## config.mk

```make
export PLATFORM = sky130hd
export DESIGN_NAME = ofs_loader
export DESIGN_NICKNAME = d
export VERILOG_FILES = /design/src/rtl/ofs_loader_pkg.sv /design/src/rtl/ofs_mode_dec.sv /design/src/rtl/ofs_prog_ctr.sv /design/src/rtl/ofs_loader.sv
export SDC_FILE = /design/constraint.sdc
export NUM_CORES = 1
export LEC_CHECK = 0
export ABC_CLOCK_PERIOD_IN_PS = 3910
export BUFFER_PORTS_ARGS = -buffer_cell sky130_fd_sc_hd__clkbuf_2
export CAP_MARGIN = 20
export CORE_MARGIN = 10
export CORE_UTILIZATION = 54
export DETAILED_ROUTE_END_ITERATION = 12
export PLACE_DENSITY_LB_ADDON = 0.25
export SETUP_SLACK_MARGIN = 0.05
export SYNTH_ARGS = -nofsm -noshare
export SYNTH_HDL_FRONTEND = slang
export SYNTH_SLANG_ARGS = --single-unit
```

## constraint.sdc

```tcl
create_clock -name clk -period 3.91 [get_ports clk]
set_clock_uncertainty 0.2 [all_clocks]
set_input_delay 0.391 -clock clk [delete_from_list [all_inputs] [get_ports clk]]
set_output_delay 0.391 -clock clk [all_outputs]
set_load 0.05 [all_outputs]
```

## src/rtl/ofs_loader_pkg.sv

```systemverilog
package ofs_loader_pkg;

    typedef enum logic [2:0] {
        MODE_PAR   = 3'd0,
        MODE_SER   = 3'd1,
        MODE_PRE8  = 3'd2,
        MODE_PRE16 = 3'd3,
        MODE_PRE64 = 3'd4
    } load_mode_e;

    function automatic logic is_preset(input load_mode_e m);
        return (m == MODE_PRE8) || (m == MODE_PRE16) || (m == MODE_PRE64);
    endfunction

    function automatic logic [15:0] preset_value(input load_mode_e m);
        case (m)
            MODE_PRE8:  return 16'd8;
            MODE_PRE16: return 16'd16;
            MODE_PRE64: return 16'd64;
            default:    return 16'd0;
        endcase
    endfunction

endpackage

```

## src/rtl/ofs_mode_dec.sv

```systemverilog
module ofs_mode_dec
    import ofs_loader_pkg::*;
(
    input  logic       pin_serial,
    input  logic       pin_hi,
    input  logic       pin_lo,
    output load_mode_e mode
);
    always_comb begin
        if (pin_serial) begin
            mode = MODE_SER;
        end else begin
            case ({pin_hi, pin_lo})
                2'b00:   mode = MODE_PAR;
                2'b01:   mode = MODE_PRE8;
                2'b10:   mode = MODE_PRE16;
                default: mode = MODE_PRE64;
            endcase
        end
    end
endmodule

```

## src/rtl/ofs_prog_ctr.sv

```systemverilog
module ofs_prog_ctr #(
    parameter int LIMIT = 32,
    localparam int CW   = (LIMIT > 1) ? $clog2(LIMIT) : 1
) (
    input  logic          clk,
    input  logic          clr,
    input  logic          inc,
    output logic [CW-1:0] cnt,
    output logic          at_last
);
    logic [CW-1:0] cnt_d, cnt_q;

    always_comb begin
        cnt_d = cnt_q;
        if (clr) begin
            cnt_d = '0;
        end else if (inc && !at_last) begin
            cnt_d = cnt_q + 1'b1;
        end
    end

    always_ff @(posedge clk) begin
        cnt_q <= cnt_d;
    end

    assign cnt     = cnt_q;
    assign at_last = (cnt_q == CW'(LIMIT - 1));
endmodule

```

## src/rtl/ofs_loader.sv

```systemverilog
module ofs_loader
    import ofs_loader_pkg::*;
#(
    parameter int DEPTH = 256,
    parameter int A_W   = 36,
    localparam int OFS_W = $clog2(DEPTH),
    localparam int CHAIN = 4 * OFS_W
) (
    input  logic             clk,
    input  logic             mrst_n,
    input  logic             cfg_serial,
    input  logic             cfg_sel_hi,
    input  logic             cfg_sel_lo,
    input  logic             a_wr,
    input  logic [A_W-1:0]   a_data,
    output logic [OFS_W-1:0] ofs_ae_a,
    output logic [OFS_W-1:0] ofs_ae_b,
    output logic [OFS_W-1:0] ofs_af_a,
    output logic [OFS_W-1:0] ofs_af_b,
    output logic             a_in_rdy,
    output logic             b_in_rdy
);
    localparam int CW = $clog2(CHAIN);

    typedef struct packed {
        load_mode_e       mode;
        logic [OFS_W-1:0] ae_a;
        logic [OFS_W-1:0] ae_b;
        logic [OFS_W-1:0] af_a;
        logic [OFS_W-1:0] af_b;
        logic             done;
        logic             rdy_a;
    } ld_state_t;

    ld_state_t st_d, st_q;

    load_mode_e       pin_mode;
    logic [CW-1:0]    step_cnt;
    logic             step_last;
    logic             step_inc;
    logic [OFS_W-1:0] pre_val;
    logic [OFS_W-1:0] par_val;

    ofs_mode_dec u_dec (
        .pin_serial (cfg_serial),
        .pin_hi     (cfg_sel_hi),
        .pin_lo     (cfg_sel_lo),
        .mode       (pin_mode)
    );

    ofs_prog_ctr #(.LIMIT(CHAIN)) u_ctr (
        .clk     (clk),
        .clr     (!mrst_n),
        .inc     (step_inc),
        .cnt     (step_cnt),
        .at_last (step_last)
    );

    assign pre_val = OFS_W'(preset_value(pin_mode));
    assign par_val = a_data[OFS_W-1:0];

    assign step_inc = mrst_n && !st_q.done &&
                      (((st_q.mode == MODE_PAR) && a_wr) ||
                       ((st_q.mode == MODE_SER) && cfg_sel_hi));

    always_comb begin
        st_d = st_q;
        if (!mrst_n) begin
            st_d.mode  = pin_mode;
            st_d.ae_a  = pre_val;
            st_d.ae_b  = pre_val;
            st_d.af_a  = pre_val;
            st_d.af_b  = pre_val;
            st_d.done  = 1'b0;
            st_d.rdy_a = 1'b0;
        end else begin
            if (!st_q.done) begin
                case (st_q.mode)
                    MODE_PAR: begin
                        if (a_wr) begin
                            case (step_cnt[1:0])
                                2'd0:    st_d.ae_a = par_val;
                                2'd1:    st_d.ae_b = par_val;
                                2'd2:    st_d.af_a = par_val;
                                default: st_d.af_b = par_val;
                            endcase
                            if (step_cnt == CW'(3)) st_d.done = 1'b1;
                        end
                    end
                    MODE_SER: begin
                        if (cfg_sel_hi) begin
                            {st_d.ae_a, st_d.ae_b, st_d.af_a, st_d.af_b} =
                                {st_q.ae_a, st_q.ae_b, st_q.af_a, st_q.af_b,
                                 cfg_sel_lo} >> 0;
                            if (step_last) st_d.done = 1'b1;
                        end
                    end
                    default: st_d.done = 1'b1;
                endcase
            end
            st_d.rdy_a = st_d.done || (st_q.mode == MODE_PAR);
        end
    end

    always_ff @(posedge clk) begin
        st_q <= st_d;
    end

    assign ofs_ae_a = st_q.ae_a;
    assign ofs_ae_b = st_q.ae_b;
    assign ofs_af_a = st_q.af_a;
    assign ofs_af_b = st_q.af_b;
    assign a_in_rdy = st_q.rdy_a;
    assign b_in_rdy = st_q.done;
endmodule

```

==> flow_metrics.tcl, run 1 <==
set metrics [dict create \
    outcome "finished, final reports clean" \
    cts.clk_slew.worst_paths_ns 0.08 \
    cts_repair_resize_count 0 \
    endpoint_kind "flip-flop" \
    die_width_um 85.08 \
    critical_path_peak_fanout 20 \
    cp.required_ns 3.72 \
    timing.critical_path.from_type "flip-flop" \
    power.density_nw_per_um2 473.1 \
    route.detailed.wl_per_inst_um 17.24 \
    worst_hold_path_class "input port to flip-flop" \
    layout.area.seq_um2 1191 \
    vias 1620 \
    hold_violations 0 \
    cp_launch_point "st_q[34]" \
    achievable-frequency_ghz 0.4810 \
    design.core.area_um2 4058 \
    arrival_ns 1.88 \
    r2r_end "ofs_af_a[2]" \
    die_h_um 85.08 \
    cts-root-to-sink-buffers 2 \
    rsz_0062_raised_after_global_routing "false" \
    vdd_drop_max_uv 246.7 \
    avgViaCountPerCell 5.548 \
    synth.top_cell.area_share_pct 45.95 \
    timing.setup.critical_path_class "flip-flop to flip-flop" \
    pre_cts_worst_setup_slack_ns 1.858 \
    placement.cell_area_um2 2318 \
    cts.hold.buffers_added 0 \
    place.port_buffers 47 \
    first_global_vias 1643 \
    finalWirelength_mm 5.034 \
    final.fill_count 359 \
    yosys_register_bits 42 \
    post_synth_main_area_contributors "edfxtp_1 (46%), buf_4 (11%), a21oi_1 (8.1%), dfxtp_1 (6.1%), ha_1 (4.9%)" \
    place.detailed.hpwl_mm 3.647 \
    layout_commonest_cell "clkbuf_2" \
    layout_min_cycle_time_ns 2.079 \
    worst-r2r-setup-slack_ns 1.83 \
    setup-violations-final 0 \
    antenna_violating_nets_post_route 0 \
    synth_cells 226 \
    floorplan.initialDensity_pct 56.37 \
    fp.dieArea_um2 7239 \
    worst-path-buf-inv 0 \
    multiInputGateArea_um2 777.0 \
    final_cell_area_um2 2456 \
    worstMarginPinSlew_ns 0.8682 \
    routabilityCongestion 0.8299 \
    crit_path_max_incr_delay_ns 0.69 \
    power.total_uw 1162 \
    mappedNetlistNets 277 \
    crit_path_end "ofs_af_a[2]" \
    mappedNetlistArea_um2 2287 \
    std_cell_rows 23 \
    leftover_overflow_at_the_end_of_global_routing 0 \
    top_level_ports 76 \
    hold-worst-slack_ns 0.2228 \
    syn_area_per_cell_um2 10.12 \
    setup_total_negative_slack_ns 0 \
    syn2layout_area_growth_pct 7.385 \
    cts_tree "built" \
    timing.critical_path.max_delay_family "simple AND/OR/NAND/NOR gates" \
    worst_skew_pair.late_latency_ns 0.30 \
    number_of_antenna_violations_at_the_first_check_in_global_routing 0 \
    final_min_period_over_clock_period_pct 53.17 \
    max_slew_margin_pct 42.12 \
    synth.lib_cells_used.distinct 31 \
    ys_warn_count 0 \
    critical-path-slowest-cell "or3b_1" \
    global_route.usage.total_pct 13.71 \
    fin_ws_ns 1.831 \
    seq_area_frac_synth_pct 52.08 \
    maxSlewViolCount 0 \
    detailedRoute.firstPassIterationCount 4 \
    clock-sinks 42 \
    layout_common_cells "clkbuf_2 (47), a21oi_1 (37), edfxtp_1 (35)" \
    synth_largest_area_cell "edfxtp_1" \
    crit_path_cell_trace "or3b_1, nand3_1, a21oi_1" \
    num-nets-final 292 \
    numCtsBuffers 5 \
    static-leakage-power_uw 0.001010 \
    worst-path-stages 3 \
    layout_cell_share_with_drive_strength_beyond_1_pct 26.03 \
    maxCapViolCount 0 \
    r2r-start "st_q[34]" \
    antenna_cells 0 \
    ff2ff_path_depth 3 \
    root_buffer "clkbuf_8" \
    cts_setup_buffers 0 \
    h_tree_lvl_count 2 \
    grt_max_degree 24 \
    detail_route.iter0.violations 122 \
    drt_drc_violations_left 0 \
    grt_first_pass_wirelength_mm 8.010 \
]
[per-stage QoR]
| step | instances | utilization (%) |
|---|---|---|
| final | 292 | 60.53 |
| after global routing | 292 | 60.53 |
| after CTS | 292 | 60.53 |
| after detailed placement | 284 | 57.14 |
| after global placement | 284 | 57.14 |
| after floorplan | 226 | - |
[logic make-up after synthesis]
logic type | after synthesis | synth area share [%]
simple gates | 62 | 13.40
fa+ha+maj | 9 | 4.924
flops | 42 | 52.08
mux | 4 | 1.805
compound gates | 60 | 13.84
buf+inv | 49 | 13.95
[synth_stat cells]
cell type	n
edfxtp_1	35
a21oi_1	37
nor4b_1	1
clkbuf_1	6
buf_6	1
nor4_2	1
and4bb_2	1
nand3_1	8
nor2_1	8
o21ai_0	4
or3_1	2
and3_1	1
buf_2	3
nor2b_1	1
a21o_1	3
nand3b_1	1
nor3_1	2
nand2b_1	3
mux2_2	1
nand2_1	27
mux2i_1	3
or2_2	1
or3b_1	1
dfxtp_1	7
nand4_1	4
buf_4	33
a31oi_1	1
ha_1	9
o21ai_1	12
o31ai_1	3
inv_1	6
[state kept, by name, summed over array words and instances, names as in the netlist]
register / count
b_in_rdy: 1
st_q: 3
ofs_ae_b: 8
ofs_ae_a: 8
a_in_rdy: 1
u_ctr.cnt: 5
ofs_af_a: 8
ofs_af_b: 8
[metal layers]
metal / wire length (um) / vias up / global-route usage, %
met5: 0 / - / 0
met4: 90 / 0 / 4.940
met3: 407 / 8 / 4.685
met2: 2346 / 67 / 21.73
met1: 2189 / 746 / 16.84
li1: - / 799 / -
[worst register-to-register path, cell delays in order, from the launching register on]
cell and delay, ns:
edfxtp_1 0.51, or3b_1 0.69, nand3_1 0.28, a21oi_1 0.12
[layout make-up]
type	instances	share of cell area (%)
multi-input combinational	135	31.64
timing repair buffer	51	10.80
clock inverter	3	2.802
clock buffer	5	2.802
inverter	6	0.9170
tap	50	2.547
sequential	42	48.50
[power by group]
group | switching, uW | internal, uW
Combinational | 162 | 45.4
Sequential | 19.5 | 520
Clock | 159 | 256
[worst min-delay path by stage]
stage | cells past startpoint | slack, ns | from | end
2_1_floorplan | 2 | 0.25 | u_ctr.cnt[3] | u_ctr.cnt[3]
4_1_cts | 2 | 0.21 | cfg_serial | st_q[34]
6_report | 2 | 0.22 | cfg_serial | st_q[34]
3_3_place_gp | 2 | 0.27 | u_ctr.cnt[3] | u_ctr.cnt[3]
3_5_place_dp | 2 | 0.28 | u_ctr.cnt[3] | u_ctr.cnt[3]
5_1_grt | 2 | 0.24 | cfg_serial | st_q[34]
No activity file was read; power rests on OpenSTA's default activity.
==> inputs of run 2 (changes only) <==
ABC_CLOCK_PERIOD_IN_PS = 1900   (was 3910)
CORE_UTILIZATION = 45   (was 54)
clock period = 1.9 ns   (was 3.91 ns; I/O delays follow)
==> flow_metrics.tcl, run 2 (synthesis results as in run 1) <==
set metrics [dict create \
    final.fill_count 454 \
    r2r-start "st_q[36]" \
    maxCapViolCount 0 \
    global_route.usage.total_pct 12.61 \
    cts.clk_slew.worst_paths_ns 0.08 \
    route.detailed.wl_per_inst_um 16.96 \
    endpoint_kind "flip-flop" \
    layout_common_cells "clkbuf_2 (47), a21oi_1 (37), edfxtp_1 (35)" \
    antenna_violating_nets_post_route 0 \
    setup_total_negative_slack_ns 0 \
    design.core.area_um2 4817 \
    clockPowerShare_pct 26.3 \
    critical_path_peak_fanout 8 \
    outcome "finished, final reports clean" \
    finalWirelength_mm 5.461 \
    cts.hold.buffers_added 0 \
    timing.setup.critical_path_class "flip-flop to flip-flop" \
    achievable-frequency_ghz 0.5493 \
    pre_cts_worst_setup_slack_ns -0.04497 \
    max_slew_margin_pct 67.39 \
    grt_first_pass_wirelength_mm 8.480 \
    layout_cell_share_with_drive_strength_beyond_1_pct 33.73 \
    cts-root-to-sink-buffers 2 \
    cp.required_ns 1.77 \
    arrival_ns 1.69 \
    final_min_period_over_clock_period_pct 95.82 \
    final_util_pct 55.51 \
    hold_violations 0 \
    drt_drc_violations_left 0 \
    cts_tree "built" \
    place.detailed.hpwl_mm 3.976 \
    place.port_buffers 47 \
    timing.critical_path.from_type "flip-flop" \
    r2r_end "ofs_ae_b[2]" \
    worstHoldStart "cfg_serial" \
    clock-sinks 42 \
    power.switching_uw 711.8 \
    worstMarginPinSlew_ns 0.4755 \
    fin_ws_ns 0.07951 \
    vias 1670 \
    rsz_0062_raised_after_global_routing "true" \
    dp_cells 310 \
    grt_max_degree 21 \
    seq_power_share_pct 50.8 \
    maxSlewViolCount 0 \
    netSwitchingFraction_pct 32.66 \
    leftover_overflow_at_the_end_of_global_routing 0 \
    min_to "st_q[34]" \
    cellInternalPower_uw 1468 \
    routabilityCongestion 0.8512 \
    first_global_vias 1632 \
    vdd_drop_max_uv 430.4 \
    numCtsBuffers 5 \
    layout_min_cycle_time_ns 1.820 \
    multiInputGateArea_um2 857.1 \
    std_cell_rows 25 \
    worst_hold_path_class "input port to flip-flop" \
    setup-violations-final 0 \
    antenna_cells 0 \
    number_of_antenna_violations_at_the_first_check_in_global_routing 0 \
    avgViaCountPerCell 5.186 \
    floorplan.initialDensity_pct 47.48 \
    worst_skew_pair.late_latency_ns 0.30 \
    top_level_ports 76 \
    num-nets-final 305 \
    fp.dieArea_um2 8334 \
    root_buffer "clkbuf_8" \
    detail_route.iter0.violations 129 \
    worst-r2r-setup-slack_ns 0.08 \
    h_tree_lvl_count 2 \
    finalNonFillerCells 322 \
    layout.area.seq_um2 1191 \
    detailedRoute.firstPassIterationCount 4 \
    hold-worst-slack_ns 0.02292 \
    logic_pwr_share_pct 22.9 \
    syn2layout_area_growth_pct 16.90 \
    static-leakage-power_uw 0.001088 \
    ff2ff_path_depth 4 \
    die_h_um 91.29 \
    holdPathStages 2 \
    die_width_um 91.29 \
    power.density_nw_per_um2 815.2 \
    layout_commonest_cell "clkbuf_2" \
]
-- run 2: cell count changes in the layout (fill, tap and decap cells not counted), sizes merged --
cell	previous run	this run
bufinv	2	0
buf	4	17
clkinv	1	2
clkbuf	52	53
-- run 2: how the worst max path moves through the flow --
stage | slack, ns | end | cells past startpoint | from
2_1_floorplan | 0.08 | ofs_ae_a[0] | 3 | b_in_rdy
3_3_place_gp | -0.03 | ofs_af_b[5] | 3 | st_q[36]
3_5_place_dp | -0.04 | ofs_ae_b[7] | 3 | st_q[36]
4_1_cts | -0.07 | ofs_af_b[3] | 3 | st_q[36]
5_1_grt | -0.002 | ofs_af_a[2] | 4 | st_q[36]
6_report | 0.08 | ofs_ae_b[2] | 4 | st_q[36]
-- run 2: power groups by stage --
stage	logic, uW	registers (uW)	clock network (uW)
after global placement	453	1130	0
after detailed placement	459	1130	0
after floorplan	390	1130	0
final	499	1110	572
after global routing	532	1120	616
after CTS	461	1110	585
-- run 2: final cells by class --
cell class / instances / area share (%)
flip-flops and latches: 42 / 44.55
multi-input cells: 135 / 32.05
repair buffers: 64 / 16.19
well taps: 67 / 3.135
clock buffers: 6 / 2.714
inverters: 6 / 0.8423
clock inverters: 2 / 0.5147
-- run 2: stage by stage --
step                      power [uW]  area, um^2
after global placement          1583        2440
after global routing            2267        2674
final                           2180        2674
after CTS                       2155        2530
after floorplan                 1519        2307
after detailed placement        1589        2440
-- run 2: routing by layer --
layer / share of wire, % / track usage [%]
met5: 0 / 0
met4: 1.0 / 3.264
met3: 4.8 / 3.786
met2: 49 / 19.87
met1: 45 / 16.45
-- run 2: repair_timing --
item / in CTS / in global routing
gates resized for setup: 1 / 12
pin swaps: 0 / 4
buffers inserted: 0 / 4
endpoints found under the setup margin: 33 / 64
-- run 2: critical path, cell delays in order, from the launching register on --
cell and delay (ns):
edfxtp_1 0.47, or3_1 0.47, nor2_1 0.20, o21ai_4 0.09, buf_12 0.15
==> inputs of run 3 (changes only) <==
CORE_MARGIN = not set   (was 10)
HOLD_SLACK_MARGIN = 0.06   (was not set)
==> flow_metrics.tcl, run 3 (synthesis results as in run 1) <==
set metrics [dict create \
    endpoint_kind "flip-flop" \
    pre_cts_worst_setup_slack_ns -0.08184 \
    final_util_pct 56.23 \
    fp.dieArea_um2 5371 \
    max_slew_margin_pct 68.98 \
    layout_common_cells "clkbuf_2 (47), a21oi_1 (37), edfxtp_1 (35)" \
    worstMarginPinSlew_ns 0.4653 \
    ff2ff_path_depth 4 \
    placement.cell_area_um2 2440 \
    place.port_buffers 47 \
    logic_pwr_share_pct 22.9 \
    layout.area.seq_um2 1191 \
    layout_cell_share_with_drive_strength_beyond_1_pct 35.91 \
    grt_max_degree 21 \
    clockPowerShare_pct 26.6 \
    final_cell_area_um2 2709 \
    r2r_end "ofs_ae_a[3]" \
    global_route.usage.total_pct 20.27 \
    numCtsBuffers 5 \
    number_of_antenna_violations_at_the_first_check_in_global_routing 0 \
    timing.critical_path.from_type "flip-flop" \
    fin_ws_ns 0.06806 \
    maxSlewViolCount 0 \
    r2r-start "st_q[35]" \
    avgViaCountPerCell 5.356 \
    syn2layout_area_growth_pct 18.44 \
    place.detailed.hpwl_mm 3.590 \
    clock-sinks 42 \
    vias 1746 \
    root_buffer "clkbuf_8" \
    detailedRoute.firstPassIterationCount 4 \
    min_to "ofs_ae_b[1]" \
    h_tree_lvl_count 2 \
    floorplan.initialDensity_pct 47.48 \
    vdd_drop_max_uv 392.4 \
    arrival_ns 1.69 \
    dp_cells 310 \
    final.fill_count 449 \
    design.core.area_um2 4817 \
    rsz_0062_raised_after_global_routing "true" \
    power.total_uw 2203 \
    top_level_ports 76 \
    std_cell_rows 25 \
    finalNonFillerCells 326 \
    static-leakage-power_uw 0.001113 \
    achievable-frequency_ghz 0.5459 \
    cp.required_ns 1.76 \
    layout_commonest_cell "clkbuf_2" \
    cts_tree "built" \
    timing.setup.critical_path_class "flip-flop to flip-flop" \
    grt_first_pass_wirelength_mm 7.900 \
    detail_route.iter0.violations 177 \
    final_min_period_over_clock_period_pct 96.42 \
    setup-violations-final 0 \
    worst-r2r-setup-slack_ns 0.07 \
    die_h_um 73.29 \
    finalWirelength_mm 5.292 \
    worst_skew_pair.late_latency_ns 0.30 \
    leftover_overflow_at_the_end_of_global_routing 0 \
    num-nets-final 309 \
    layout_min_cycle_time_ns 1.832 \
    first_global_vias 1617 \
    hold_violations 0 \
    holdPathStages 3 \
    routabilityCongestion 0.8026 \
    cts-root-to-sink-buffers 2 \
    maxCapViolCount 0 \
    netSwitchingFraction_pct 33.28 \
    drt_drc_violations_left 0 \
    power.density_nw_per_um2 813.3 \
    antenna_cells 0 \
    critical_path_peak_fanout 20 \
    antenna_violating_nets_post_route 0 \
    seq_power_share_pct 50.5 \
    multiInputGateArea_um2 882.1 \
    outcome "finished, final reports clean" \
    die_width_um 73.29 \
    route.detailed.wl_per_inst_um 16.23 \
    cts.clk_slew.worst_paths_ns 0.08 \
    worst_hold_path_class "input port to flip-flop" \
    cellInternalPower_uw 1470 \
    power.switching_uw 733.2 \
    worstHoldStart "a_data[1]" \
]
-- run 3: power groups by stage --
stage               clock network [uW]  registers, uW  logic, uW
floorplan                            0           1130        390
global placement                     0           1130        446
detailed placement                   0           1130        451
CTS                                596           1110        468
global route                       634           1120        532
finish                             587           1110        504
-- run 3: per-layer routing --
layer | up-vias | part of all wire [%] | track usage (%) | wire [um]
li1 | 830 | - | - | -
met1 | 850 | 44 | 26.94 | 2303
met2 | 56 | 49 | 31.89 | 2579
met3 | 10 | 5.9 | 4.664 | 310
met4 | 0 | 1.9 | 8.761 | 99
met5 | - | 0 | 0 | 0
-- run 3: worst max path at each step --
stage / depth (start not counted) / from / endpoint / slack, ns
2_1_floorplan: 3 / b_in_rdy / ofs_ae_a[0] / 0.08
3_3_place_gp: 3 / st_q[36] / ofs_af_b[7] / -0.05
3_5_place_dp: 3 / st_q[36] / ofs_ae_b[7] / -0.08
4_1_cts: 4 / st_q[36] / ofs_ae_b[4] / 0.05
5_1_grt: 4 / st_q[35] / ofs_af_a[6] / -0.003
6_report: 4 / st_q[35] / ofs_ae_a[3] / 0.07
-- run 3: per-stage QoR --
| stage | TNS (ns) | hold slack [ns] |
|---|---|---|
| 2_1_floorplan | 0 | 0.1448 |
| 3_3_place_gp | -0.7078 | 0.2669 |
| 3_5_place_dp | -1.583 | 0.2776 |
| 4_1_cts | 0 | 0.1337 |
| 5_1_grt | -0.006617 | 0.1560 |
| 6_report | 0 | 0.1378 |
-- run 3: final cells by class --
| type | count | share of cell area, % |
|---|---|---|
| Clock buffer | 5 | 2.540 |
| Timing Repair Buffer | 68 | 16.21 |
| Clock inverter | 3 | 0.7852 |
| Sequential cell | 42 | 43.97 |
| Multi-Input combinational cell | 135 | 32.56 |
| Tap cell | 67 | 3.095 |
| Inverter | 6 | 0.8314 |
-- run 3: worst max-delay path, cell delays in order (launching register included) --
cell and delay (ns):
edfxtp_1 0.51, or3b_1 0.42, buf_6 0.18, a21oi_1 0.18
o21ai_2 0.09
-- run 3: timing repair --
item,4_1_cts,5_1_grt
resized for setup,5,13
setup endpoints to repair,32,65
hold buffers,2,0
hold endpoints to repair,5,0
pin swaps,3,10
buffers inserted,2,4
